### src/rtl/adc_i2c_pkg.sv
package adc_i2c_pkg;
  typedef enum logic [2:0] {
    ST_IDLE,
    ST_RX,
    ST_RX_ACK,
    ST_TX,
    ST_TX_ACK,
    ST_IGNORE
  } bus_st_e;

  localparam int BYTE_W    = 8;
  localparam int KIND_BIT  = 7;  // 1: coding byte, 0: control byte
  localparam int BIP_BIT   = 2;
  localparam int CH_LSB    = 1;
  localparam int SGL_BIT   = 0;
endpackage

### src/rtl/i2c_line_sync.sv
module i2c_line_sync #(
  parameter int STAGES = 2
) (
  input  logic clk,
  input  logic rst,
  input  logic scl_i,
  input  logic sda_i,
  output logic scl_s,
  output logic sda_s,
  output logic scl_rise,
  output logic scl_fall,
  output logic start_det,
  output logic stop_det
);
  logic [STAGES-1:0] scl_pipe, sda_pipe;
  logic scl_d, sda_d;

  always_ff @(posedge clk) begin
    if (rst) begin
      scl_pipe <= '1;
      sda_pipe <= '1;
      scl_d    <= 1'b1;
      sda_d    <= 1'b1;
    end else begin
      scl_pipe <= {scl_pipe[STAGES-2:0], scl_i};
      sda_pipe <= {sda_pipe[STAGES-2:0], sda_i};
      scl_d    <= scl_pipe[STAGES-1];
      sda_d    <= sda_pipe[STAGES-1];
    end
  end

  assign scl_s     = scl_pipe[STAGES-1];
  assign sda_s     = sda_pipe[STAGES-1];
  assign scl_rise  = scl_s & ~scl_d;
  assign scl_fall  = ~scl_s & scl_d;
  assign start_det = scl_s & scl_d & sda_d & ~sda_s;
  assign stop_det  = scl_s & scl_d & ~sda_d & sda_s;
endmodule

### src/rtl/adc_code_fmt.sv
module adc_code_fmt #(
  parameter int NCH   = 4,
  parameter int RES_W = 12,
  localparam int IDX_W = $clog2(NCH)
) (
  input  logic [NCH*RES_W-1:0] ch_flat,
  input  logic [IDX_W-1:0]     sel,
  input  logic                 sgl,
  input  logic                 bip,
  output logic [RES_W-1:0]     code
);
  localparam logic signed [RES_W:0] POS_LIM = {2'b00, {(RES_W-1){1'b1}}};
  localparam logic signed [RES_W:0] NEG_LIM = {2'b11, {(RES_W-1){1'b0}}};

  logic [RES_W-1:0] ch [NCH];
  logic [RES_W-1:0] pos_v, neg_v;
  logic signed [RES_W:0] diff;

  for (genvar g = 0; g < NCH; g++) begin : g_unpack
    assign ch[g] = ch_flat[g*RES_W +: RES_W];
  end

  assign pos_v = ch[sel];
  assign neg_v = ch[sel ^ IDX_W'(1)];
  assign diff  = $signed({1'b0, pos_v}) - $signed({1'b0, neg_v});

  always_comb begin
    if (sgl)              code = pos_v;
    else if (!bip)        code = diff[RES_W] ? '0 : diff[RES_W-1:0];
    else if (diff > POS_LIM) code = POS_LIM[RES_W-1:0];
    else if (diff < NEG_LIM) code = NEG_LIM[RES_W-1:0];
    else                  code = diff[RES_W-1:0];
  end
endmodule

### src/rtl/adc_i2c_slave.sv
module adc_i2c_slave
  import adc_i2c_pkg::*;
#(
  parameter logic [6:0] DEV_ADDR    = 7'h35,
  parameter int         NCH         = 4,
  parameter int         RES_W       = 12,
  parameter int         SYNC_STAGES = 2
) (
  input  logic                 clk,
  input  logic                 rst,
  input  logic                 scl_i,
  input  logic                 sda_i,
  input  logic [NCH*RES_W-1:0] ch_data_i,
  output logic                 sda_oe_o
);
  localparam int IDX_W = $clog2(NCH);
  localparam int PAD_W = 2*BYTE_W - RES_W;

  logic scl_s, sda_s, scl_rise, scl_fall, start_det, stop_det;
  bus_st_e state;
  logic [3:0] bitcnt;
  logic [BYTE_W-1:0] shreg, txreg;
  logic is_addr, rd_mode, byte_sel, mack;
  logic sgl_q, bip_q;
  logic [IDX_W-1:0] cs_q;
  logic [RES_W-1:0] snap_q, fmt_code;
  logic [BYTE_W-1:0] hi_byte, lo_byte;

  i2c_line_sync #(.STAGES(SYNC_STAGES)) u_sync (
    .clk(clk), .rst(rst), .scl_i(scl_i), .sda_i(sda_i),
    .scl_s(scl_s), .sda_s(sda_s), .scl_rise(scl_rise), .scl_fall(scl_fall),
    .start_det(start_det), .stop_det(stop_det)
  );

  adc_code_fmt #(.NCH(NCH), .RES_W(RES_W)) u_fmt (
    .ch_flat(ch_data_i), .sel(cs_q), .sgl(sgl_q), .bip(bip_q), .code(fmt_code)
  );

  assign hi_byte = {{PAD_W{1'b1}}, snap_q[RES_W-1:BYTE_W]};
  assign lo_byte = snap_q[BYTE_W-1:0];

  always_ff @(posedge clk) begin
    if (rst) begin
      state    <= ST_IDLE;
      sda_oe_o <= 1'b0;
      bitcnt   <= '0;
      shreg    <= '0;
      txreg    <= '0;
      is_addr  <= 1'b0;
      rd_mode  <= 1'b0;
      byte_sel <= 1'b0;
      mack     <= 1'b0;
      sgl_q    <= 1'b1;
      bip_q    <= 1'b0;
      cs_q     <= '0;
      snap_q   <= '0;
    end else if (start_det) begin
      state    <= ST_RX;
      bitcnt   <= '0;
      is_addr  <= 1'b1;
      sda_oe_o <= 1'b0;
    end else if (stop_det) begin
      state    <= ST_IDLE;
      sda_oe_o <= 1'b0;
    end else begin
      unique case (state)
        ST_RX: begin
          if (scl_rise && bitcnt < 4'd8) begin
            shreg  <= {shreg[BYTE_W-2:0], sda_s};
            bitcnt <= bitcnt + 4'd1;
          end else if (scl_fall && bitcnt == 4'd8) begin
            bitcnt <= '0;
            if (is_addr) begin
              is_addr <= 1'b0;
              if (shreg[BYTE_W-1:1] == DEV_ADDR) begin
                sda_oe_o <= 1'b1;
                state    <= ST_RX_ACK;
                rd_mode  <= shreg[0];
                if (shreg[0]) snap_q <= fmt_code;
              end else begin
                state <= ST_IGNORE;
              end
            end else begin
              if (shreg[KIND_BIT]) begin
                bip_q <= shreg[BIP_BIT];
              end else begin
                cs_q  <= shreg[CH_LSB +: IDX_W];
                sgl_q <= shreg[SGL_BIT];
              end
              sda_oe_o <= 1'b1;
              state    <= ST_RX_ACK;
            end
          end
        end
        ST_RX_ACK: begin
          if (scl_fall) begin
            if (rd_mode) begin
              state    <= ST_TX;
              byte_sel <= 1'b0;
              txreg    <= hi_byte;
              sda_oe_o <= ~hi_byte[BYTE_W-1];
              bitcnt   <= '0;
            end else begin
              state    <= ST_RX;
              sda_oe_o <= 1'b0;
            end
          end
        end
        ST_TX: begin
          if (scl_rise) begin
            bitcnt <= bitcnt + 4'd1;
          end else if (scl_fall) begin
            if (bitcnt == 4'd8) begin
              sda_oe_o <= 1'b0;
              state    <= ST_TX_ACK;
            end else begin
              sda_oe_o <= ~txreg[BYTE_W-2];
              txreg    <= {txreg[BYTE_W-2:0], 1'b0};
            end
          end
        end
        ST_TX_ACK: begin
          if (scl_rise) begin
            mack <= ~sda_s;
          end else if (scl_fall) begin
            if (mack) begin
              byte_sel <= ~byte_sel;
              txreg    <= byte_sel ? hi_byte : lo_byte;
              sda_oe_o <= byte_sel ? ~hi_byte[BYTE_W-1] : ~lo_byte[BYTE_W-1];
              bitcnt   <= '0;
              state    <= ST_TX;
            end else begin
              state <= ST_IGNORE;
            end
          end
        end
        default: ;
      endcase
    end
  end
endmodule

### config.mk
export PLATFORM = sky130hd
export DESIGN_NAME = adc_i2c_slave
export DESIGN_NICKNAME = d
export VERILOG_FILES = /design/src/rtl/adc_i2c_pkg.sv /design/src/rtl/i2c_line_sync.sv /design/src/rtl/adc_code_fmt.sv /design/src/rtl/adc_i2c_slave.sv
export SDC_FILE = /design/constraint.sdc
export NUM_CORES = 1
export LEC_CHECK = 0
export CORE_ASPECT_RATIO = 0.9
export CORE_UTILIZATION = 30
export DETAILED_ROUTE_END_ITERATION = 12
export HOLD_SLACK_MARGIN = 0.12
export PLACE_DENSITY_LB_ADDON = 0.15
export SETUP_SLACK_MARGIN = 0.4
export SLEW_MARGIN = 15
export SYNTH_ARGS = -nofsm -noshare
export SYNTH_HDL_FRONTEND = slang
export SYNTH_HIERARCHICAL = 1
export SYNTH_SLANG_ARGS = --single-unit
### constraint.sdc
create_clock -name clk -period 7.29 [get_ports clk]
set_clock_uncertainty 0.15 [all_clocks]
set_input_delay 1.458 -clock clk [delete_from_list [all_inputs] [get_ports clk]]
set_output_delay 1.458 -clock clk [all_outputs]
set_load 0.1 [all_outputs]
==> results of run 1 <==
[cells by family (layout without fill, tap and decap cells)]
logic type | count (synthesis) | in the layout | synth area share [%]
AO/OA/AOI/OAI | 118 | 118 | 20.7
XOR/XNOR | 7 | 7 | 1.51
adder cells (fa/ha/maj) | 15 | 15 | 4.81
buffers and inverters | 45 | 84 | 5.21
flip-flops | 49 | 49 | 24.2
multiplexers | 55 | 55 | 21.0
AND/OR/NAND/NOR | 163 | 163 | 22.7
[worst paths after layout]
kind | from | cells past startpoint | endpoint
hold / removal | u_sync/sda_pipe[0]$_SDFF_PP1_ | 1 | u_sync/sda_pipe[1]$_SDFF_PP1_
setup / recovery | ch_data_i[36] | 14 | snap_q[4]$_SDFFE_PP0P_
hold reg to reg | u_sync/sda_pipe[0]$_SDFF_PP1_ | 1 | u_sync/sda_pipe[1]$_SDFF_PP1_
setup reg to reg | cs_q[0]$_SDFFE_PP0P_ | 14 | snap_q[4]$_SDFFE_PP0P_
[layout make-up]
class,count,area [sq um]
tap,164,205
clock buffer,7,143
multi-input combinational,358,2870
inverter,21,78.8
timing repair buffer,55,543
fill,1308,8080
clock inverter,1,30.0
sequential,49,981
[layer usage]
layer	GRT usage, %	wire length, um	part of all wire, %	up-vias
met4	2.57	74	0.70	0
met5	0	0	0	-
li1	-	-	-	1775
met1	24.4	5760	54	1740
met2	21.7	4370	41	53
met3	1.91	403	3.8	6
[worst max-delay path: stages]
cell and delay [ps]:
clkdlybuf4s50_1 430, mux4_2 470, inv_1 100, ha_1 170, inv_1 50, fa_1 430, a211oi_2 300, o21ai_2 140
a2111oi_4 490, o32ai_2 250, nor3_4 310, o31ai_1 120, mux2i_1 160, nor2_1 50
[cells in the final DEF, fill, tap and decap left out, drive strengths merged, types with 11 or more instances in the layout]
master / n
nor2b: 15
nor2: 50
nand3: 11
ha: 14
a21oi: 37
dfxtp: 49
nand3b: 11
o21ai: 14
clkdlybuf4s50: 52
nand2: 22
mux2i: 30
o31ai: 11
inv: 21
mux4: 24
[power by group]
part           total, mW  switching [mW]  internal [mW]  leakage [nW]
registers          0.275         0.00443          0.270         0.396
clock network      0.267          0.0960          0.171        0.0841
logic              0.163          0.0840         0.0792          1.25
total              0.705           0.184          0.521          1.73
[sequential cells by signal, summed over array words and instances (netlist names), 2 cells and up]
signal / flops
txreg: 7
u_sync/scl_pipe: 2
bitcnt: 4
snap_q: 12
u_sync/sda_pipe: 2
shreg: 8
state: 3
cs_q: 2
==> out/qor.yml, run 1 <==
clocking:
  cts-root-buf: "clkbuf_16"
  ctsHoldBuffers: 0
  cts_tree: "yes"
  clkLatencyLatePin_ps: 280
  cts_setup_buffers: 0
  clock-sinks: 49
  cts_buffers: 5
  cts_resized: 0
  cts.clk_slew.worst_paths_ps: 70
  clock_path_buffers: 2
  cts_max_level: 2
floorplan:
  start_util_pct: 31.4
  core_sq_um: 12900
  io_pins: 53
  die_area_sq_um: 14000
  rows: 39
  die_h_um: 112
  die_x_um: 125
sta:
  tightestPinTransition_ps: 996
  max_freq_mhz: 203
  relSlewSlack_pct: 33.3
  fin_crit_sh_pct: 67.5
  rsz0062_at_grt: "false"
  fin_ws_ps: 2370
  whs_ps: 257
  finalSetupViolations: 0
  slew_viol_final: 0
  post-route-min-period_ps: 4920
  hold_violations: 0
  fin_tns_setup_ps: 0
critical_path:
  cp.arrival_ps: 4930
  path_max_fanout: 7
  ff2ff_setup_slack_ps: 3040
  start_kind: "primary input"
  cp-end-kind: "flop"
  crit_type: "in2reg"
  crit_required_ps: 7300
synthesis:
  synthTopCellsByArea: "dfxtp_1, mux4_2, mux2i_1"
  synth-seq-area-share_pct: 24.2
  synth_edf_count: 0
  ys_types: 76
  synth_most_common_cell: "nor2_1"
  synth_commonest_cells: "nor2_1, dfxtp_1, a21oi_1, mux2i_1, mux4_2"
  ys_ff_latch: 49
  syn_inst: 452
  synth_top_area_share_pct: 24.2
  syn_area_per_cell_sq_um: 8.98
  netlist_area_sq_um: 4060
  ys_async_sr_fraction_pct: 0
  syn_nets: 519
  yosys.area.top_type: "dfxtp_1"
  yosysWarnings: 6
  synth_ff_type: "dfxtp_1"
final_layout:
  drive_gt1_share_pct: 10.2
  antennaDiodeCount: 0
  layout.cells.non_filler: 655
  synthToLayoutAreaGrowth_pct: 19.4
  layout.nets: 557
  fin_util_pct: 37.5
  stdcell_area_sq_um: 4850
route:
  drc: 0
  via_per_inst: 5.46
  drtPass1Iterations: 4
  dr_total_vias: 3574
  wl_per_cell_um: 16.2
  wl_um: 10600
  dr.first_iter.drc_count: 157
  final_antenna_net_count: 0
place:
  dp_hpwl_um: 8490
  place_congestion: 0.828
  dpl-instance-area_sq_um: 4680
  io_buffers: 52
  place_inst: 647
  pre_cts_ws_ps: 2110
pwr:
  vdd_drop_max_mv: 0.109
  total_power_mw: 0.705
  leakagePower_nw: 1.73
  powerDensity_nw_per_um2: 145
global_routing:
  grt_start_max_net_pins: 48
  grt-ovfl-total: 0
  grt_pass1_wl_um: 17500
  grt_pass1_vias: 3350
  grt_use_total_pct: 15.3
  antenna_found_initial: 0
status:
  outcome: "finished, final reports clean"
min_path:
  hold_path.class: "reg2reg"
job:
  maxCapViolCount: 0
Note: power is estimated with default switching activity, not from simulation.
==> run 2, diff against run 1 <==
==> constraint.sdc (replaced) <==
create_clock -name clk -period 4.03 [get_ports clk]
set_clock_uncertainty 0.15 [all_clocks]
set_input_delay 0.806 -clock clk [delete_from_list [all_inputs] [get_ports clk]]
set_output_delay 0.806 -clock clk [all_outputs]
set_load 0.1 [all_outputs]
==> run 2 against run 1 <==
Against the previous run: power rose by 95%; critical path type unchanged; global-route usage rose by 0.20 points; highest routed layer unchanged; worst hold slack got worse by 1.7 ps; via count rose by 5.7%; critical endpoint is now snap_q[2]$_SDFFE_PP0P_; die area did not move; critical path depth fell by 1.
==> out/qor.yml, run 2 (synthesized netlist as in run 1, its figures left out) <==
status:
  outcome: "finished, final reports clean"
critical_path:
  path_max_fanout: 7  # unchanged
  cp-end-kind: "flop"
  r2r_start: "cs_q[0]$_SDFFE_PP0P_"
  start_kind: "primary input"
  r2r-end: "snap_q[2]$_SDFFE_PP0P_"
  cp.arrival_ps: 3740  # -1190 ps
  crit_type: "in2reg"
  ff2ff_setup_slack_ps: 500  # -2540 ps
  r2r_cells: 13  # -1
  crit_required_ps: 4060  # -3240 ps
route:
  via_per_inst: 5.33  # -2.3%
  dr_total_vias: 3778  # +5.7%
  drc: 0  # unchanged
  wl_per_cell_um: 15.4  # -4.7%
  final_antenna_net_count: 0  # unchanged
  drtPass1Iterations: 4  # unchanged
  wl_um: 10900  # +3.2%
  dr.first_iter.drc_count: 207  # +32%
sta:
  slew_viol_final: 0  # unchanged
  tightestPinTransition_ps: 973  # -22.7 ps
  whs_ps: 255  # -1.74 ps
  fin_crit_sh_pct: 92.1
  finalSetupViolations: 0  # unchanged
  rsz0062_at_grt: "true"
  max_freq_mhz: 270
  post-route-min-period_ps: 3710
  relSlewSlack_pct: 34.9  # +1.6 points
  hold_violations: 0  # unchanged
place:
  place_congestion: 0.827  # -0.16%
  dp_hpwl_um: 8740  # +2.9%
  io_buffers: 52  # unchanged
final_layout:
  antennaDiodeCount: 0  # unchanged
  top_regs: "snap_q (12), shreg (8), txreg (7)"
  final_common_cell: "buf_4"
  final_cell_mix: "buf_4, nor2_1, dfxtp_1, clkdlybuf4s50_1, a21oi_1"
  fin_util_pct: 42.2  # +4.7 points
  num-fill-cells: 1249  # -4.5%
  drive_gt1_share_pct: 25.1  # +15 points
  layout.nets: 611  # +9.7%
  largest_reg_flops: 12  # unchanged
  synthToLayoutAreaGrowth_pct: 34.3
  regMostFlops: "snap_q"
min_path:
  min_path_cells: 1  # unchanged
  worstHoldStart: "u_sync/scl_pipe[0]$_SDFF_PP1_"
  hold_path.class: "reg2reg"
  min_to: "u_sync/scl_pipe[1]$_SDFF_PP1_"
clocking:
  clkLatencyLatePin_ps: 290  # about the same
  cts_buffers: 5  # unchanged
  ctsHoldBuffers: 0  # unchanged
  cts-root-buf: "clkbuf_16"
  clock-sinks: 49  # unchanged
  clock_path_buffers: 2  # unchanged
  cts_max_level: 2  # unchanged
  cts_tree: "yes"
  cts.clk_slew.worst_paths_ps: 60  # about the same
floorplan:
  core_sq_um: 12900  # unchanged
  start_util_pct: 31.4  # unchanged
  rows: 39  # unchanged
  io_pins: 53  # unchanged
  die_h_um: 112  # unchanged
  die_area_sq_um: 14000  # unchanged
  die_x_um: 125  # unchanged
pwr:
  powerDensity_nw_per_um2: 252  # +73%
  leakagePower_nw: 2.01  # +16%
  vdd_drop_max_mv: 0.174  # +59%
global_routing:
  grt_pass1_vias: 3498  # +4.4%
  grt-ovfl-total: 0  # unchanged
  grt_start_max_net_pins: 28  # -42%
  grt_use_total_pct: 15.5  # +0.20 points
  antenna_found_initial: 0  # unchanged
  grt_pass1_wl_um: 17600  # +0.55%
job:
  maxCapViolCount: 0  # unchanged
==> run 2: cell types whose count changed in the layout (fill, tap and decap cells not counted), moves of 3 or more <==
cell             change
buf_6                +6
dlygate4sd2_1        +5
buf_4               +51
o21ai_0              -3
o31ai_2              +5
clkdlybuf4s50_1     -12
inv_1                -4
ha_4                 +7
o31ai_1              -5
ha_1                 -8
inv_2                +4
clkdlybuf4s15_1      +3
==> run 2: metrics by stage <==
stage | instances | setup TNS (ps) | power (mW) | cell area, sq um | setup WS, ps
finish | 709 | 0 | 1.38 | 5450 | 320
global route | 709 | 0 | 1.44 | 5450 | 199
CTS | 708 | 0 | 1.38 | 5430 | 330
detailed placement | 690 | -1870 | 0.850 | 5040 | -179
global placement | 690 | -967 | 0.849 | 5040 | -98.1
floorplan | 452 | 0 | 0.698 | 4090 | 401
==> run 2: per-layer routing <==
layer  vias up  track usage (%)  share of wire [%]
met4         0             3.21               0.85
li1       1880                -                  -
met5         -                0                  0
met1      1841             24.0                 54
met3        10             2.48                2.7
met2        47             22.2                 42
==> run 2: what timing repair did <==
action / CTS / global route
buffers inserted: 10 / 1
gates resized for setup: 59 / 7
setup endpoints to repair: 12 / 12
pin swaps: 15 / 9
==> run 2: critical path, stage by stage <==
cell and delay, ps:
clkdlybuf4s50_1 420, mux4_2 520, ha_4 340, nand3_1 100, and2_4 190, nor4bb_2 160, buf_4 130, buf_4 120
o211a_2 310, nor3_4 300, o31ai_1 110, mux2i_1 150, nor2_1 60
==> run 2: power by group <==
group / leakage (nW) / internal [mW] / total [mW] / switching (mW)
Sequential: 0.397 / 0.489 / 0.497 / 0.00811
Combinational: 1.53 / 0.211 / 0.390 / 0.179
Clock: 0.0841 / 0.310 / 0.489 / 0.178
==> run 2: final cells by class <==
type	count	area [sq um]	share of cell area (%)
Clock inverter	1	30.0	0.551
Timing Repair Buffer	109	967	17.7
Clock buffer	7	143	2.62
Multi-Input combinational cell	358	3050	55.9
Inverter	21	78.8	1.45
Tap cell	164	205	3.76
Sequential cell	49	982	18.0
==> run 2: worst max-delay path by stage <==
stage,endpoint,cells after the start,start,slack [ps]
floorplan,snap_q[0]$_SDFFE_PP0P_,13,ch_data_i[36],400
global placement,snap_q[1]$_SDFFE_PP0P_,15,ch_data_i[36],-100
detailed placement,snap_q[8]$_SDFFE_PP0P_,15,ch_data_i[0],-180
CTS,snap_q[2]$_SDFFE_PP0P_,16,ch_data_i[36],330
global route,snap_q[2]$_SDFFE_PP0P_,16,ch_data_i[36],200
finish,snap_q[2]$_SDFFE_PP0P_,13,ch_data_i[45],320
==> run 3, diff against run 2 <==
--- a/config.mk
+++ b/config.mk
@@ -5,11 +5,13 @@
 export SDC_FILE = /design/constraint.sdc
 export NUM_CORES = 1
 export LEC_CHECK = 0
+export ABC_AREA = 1
 export CORE_ASPECT_RATIO = 0.9
-export CORE_UTILIZATION = 30
+export CORE_UTILIZATION = 35
 export DETAILED_ROUTE_END_ITERATION = 12
 export HOLD_SLACK_MARGIN = 0.12
 export PLACE_DENSITY_LB_ADDON = 0.15
+export RECOVER_POWER = 25
 export SETUP_SLACK_MARGIN = 0.4
 export SLEW_MARGIN = 15
 export SYNTH_ARGS = -nofsm -noshare
==> run 3 against run 2 <==
Against the previous run: power grew 58%; first-iteration DRC count grew 72%; sequential share of layout area grew 1.1 points; largest cell class unchanged; non-clock buffer count shrank 50; the flow now finishes with violations (DRC); area after synthesis grew 5.9%; critical path type unchanged; clock power grew 10%; clock-buffer cell count shrank 2; global-route usage grew 4.6 points; sequential power grew 26%.
==> out/qor.yml, run 3 <==
synthesis:
  syn_area_per_cell_sq_um: 5.74  # -36%
  synth_top_area_share_pct: 22.8  # -1.3 points
  syn_inst: 749  # +66%
  ys_ff_latch: 49  # unchanged
  netlist_area_sq_um: 4300  # +5.9%
  synth_most_common_cell: "nand2_1"
  ys_types: 41  # -46%
  synth_edf_count: 0  # unchanged
  ys_async_sr_fraction_pct: 0  # unchanged
  synth-seq-area-share_pct: 22.8  # -1.3 points
  syn_nets: 816  # +57%
  synth_ff_type: "dfxtp_1"
  yosys.area.top_type: "dfxtp_1"
  yosysWarnings: 6  # unchanged
  synth_commonest_cells: "nand2_1, nor2_1, inv_1, o21ai_0, nand3_1"
  synthTopCellsByArea: "dfxtp_1, nand2_1, nor2_1"
global_routing:
  grt-ovfl-total: 0  # unchanged
  grt_use_total_pct: 20.0  # +4.6 points
  grtUsageMet1_pct: 27.8  # +3.9 points
  grt_start_max_net_pins: 54  # +93%
  use_met2_pct: 33.8  # +12 points
  grt_pass1_vias: 4368  # +25%
  use_met3_pct: 2.18  # -0.30 points
  busiest_layer: "met2"
  grt_pass1_wl_um: 20800  # +18%
  antenna_found_initial: 0  # unchanged
floorplan:
  die_h_um: 107  # -4.7%
  die_x_um: 119  # -4.7%
  start_util_pct: 35.7  # +4.3 points
  io_pins: 53  # unchanged
  core_sq_um: 12000  # -7.0%
  die_area_sq_um: 12700  # -9.1%
  rows: 38  # -2.6%
final_layout:
  antennaDiodeCount: 0  # unchanged
  regMostFlops: "snap_q"
  largest_reg_flops: 12  # unchanged
  num-fill-cells: 1266  # +1.4%
  drive_gt1_share_pct: 6.08  # -19 points
  fin_util_pct: 42.6  # +0.43 points
  synthToLayoutAreaGrowth_pct: 19.2
  top_regs: "snap_q (12), shreg (8), txreg (7)"
  final_cell_mix: "nand2_1, nor2_1, inv_1, o21ai_0, nand3_1"
  final_common_cell: "nand2_1"
  layout.nets: 855  # +40%
critical_path:
  cp-end-kind: "flop"
  crit_type: "in2reg"
  path_max_fanout: 15  # +8
  r2r_start: "cs_q[0]$_SDFFE_PP0P_"
  critPathLaunch: "ch_data_i[36]"
  start_kind: "primary input"
  cp.arrival_ps: 3360  # -380 ps
  crit_required_ps: 4000  # -60 ps
sta:
  fin_tns_setup_ps: 0  # unchanged
  finalSetupViolations: 0  # unchanged
  max_freq_mhz: 295  # +9.6%
  post-route-min-period_ps: 3390  # -324 ps
  slew_viol_final: 0  # unchanged
  tightestPinTransition_ps: 1040  # +68.6 ps
  hold_violations: 0  # unchanged
  fin_crit_sh_pct: 84.0  # -8.0 points
  relSlewSlack_pct: 30.6  # -4.4 points
  whs_ps: 247  # -7.95 ps
  rsz0062_at_grt: "false"
clocking:
  cts_buffers: 5  # unchanged
  clkLatencyLatePin_ps: 290  # about the same
  cts_tree: "yes"
  clock_path_buffers: 2  # unchanged
  cts.clk_slew.worst_paths_ps: 70  # about the same
  clock-sinks: 49  # unchanged
  cts-root-buf: "clkbuf_16"
  cts_max_level: 2  # unchanged
job:
  maxCapViolCount: 0  # unchanged
place:
  io_buffers: 52  # unchanged
  place_congestion: 0.887  # +7.3%
  dp_hpwl_um: 9770  # +12%
min_path:
  hold_path.class: "reg2reg"
  worstHoldStart: "u_sync/scl_pipe[0]$_SDFF_PP1_"
route:
  drtPass1Iterations: 9  # +5
  dr_total_vias: 4763  # +26%
  wl_per_cell_um: 13.1  # -15%
  dr.first_iter.drc_count: 357  # +72%
  drc: 1  # +1
  wl_um: 12500  # +14%
  via_per_inst: 5.02  # -5.8%
  final_antenna_net_count: 0  # unchanged
status:
  violations: "DRC"
  outcome: "complete, but fails checks"
pwr:
  leakagePower_nw: 2.47  # +23%
  vdd_drop_max_mv: 0.293  # +68%
  powerDensity_nw_per_um2: 423  # +68%
==> run 3: report_power, final <==
part	total [mW]	switching, mW	internal (mW)
logic	1.00	0.647	0.354
clock network	0.539	0.184	0.355
registers	0.628	0.0718	0.556
total	2.17	0.903	1.27
==> run 3: cell type report <==
class | instances | area, sq um | share of cell area [%]
multi-input cells | 586 | 2850 | 55.6
flip-flops and latches | 49 | 981 | 19.1
well taps | 160 | 200 | 3.91
clock inverters | 3 | 65.1 | 1.27
inverters | 87 | 333 | 6.49
repair buffers | 59 | 569 | 11.1
clock buffers | 5 | 125 | 2.44
==> run 3: worst max-delay path: stages <==
cell             delay, ps
clkdlybuf4s50_1        480
o21ai_0                 80
o22ai_1                190
ha_1                   190
inv_1                   70
fa_1                   430
nand3_1                120
nand3_2                120
inv_2                   90
nor2_4                  40
nor2_4                 180
inv_4                  120
nor2_1                 110
nor2_1                  50
nand2_1                100
nand2_1                 50
nand3_1                 80
a21oi_1                 60
==> run 3: what timing repair did <==
item                                    CTS  global route
endpoints found under the setup margin    0            12
hold buffers                              0             0
gates resized for setup                   0             3
buffers inserted                          0             2
==> run 3: worst paths after layout <==
| kind | endpoint | slack [ps] | depth (start not counted) |
|---|---|---|---|
| max reg2reg | snap_q[2]$_SDFFE_PP0P_ | 850 | 18 |
| max | snap_q[2]$_SDFFE_PP0P_ | 640 | 18 |
| min reg2reg | u_sync/scl_pipe[1]$_SDFF_PP1_ | 250 | 1 |
| min | u_sync/scl_pipe[1]$_SDFF_PP1_ | 250 | 1 |
==> run 3: cell families (layout without fill, tap and decap cells) <==
logic type,after synthesis,count (layout),synth area share (%)
simple gates,425,425,42.6
compound gates,141,141,18.0
buf+inv,114,154,11.1
flops,49,49,22.8
fa+ha+maj,15,15,4.54
xor+xnor,5,5,1.02
==> run 3: routing by layer <==
layer / share of wire, % / vias up / wire [um]
met5: 0 / - / 0
met4: 0.76 / 0 / 95
met3: 4.1 / 9 / 515
met2: 44 / 102 / 5460
met1: 51 / 2154 / 6390
li1: - / 2498 / -
==> run 3: through the flow <==
stage | worst slack (ps) | power (mW) | std cells | area (sq um)
3_3_place_gp | 371 | 1.62 | 939 | 4910
4_1_cts | 581 | 2.17 | 947 | 5100
5_1_grt | 390 | 2.35 | 949 | 5120
6_report | 644 | 2.17 | 949 | 5120
2_1_floorplan | 1070 | 1.38 | 749 | 4300
3_5_place_dp | 288 | 1.62 | 939 | 4910
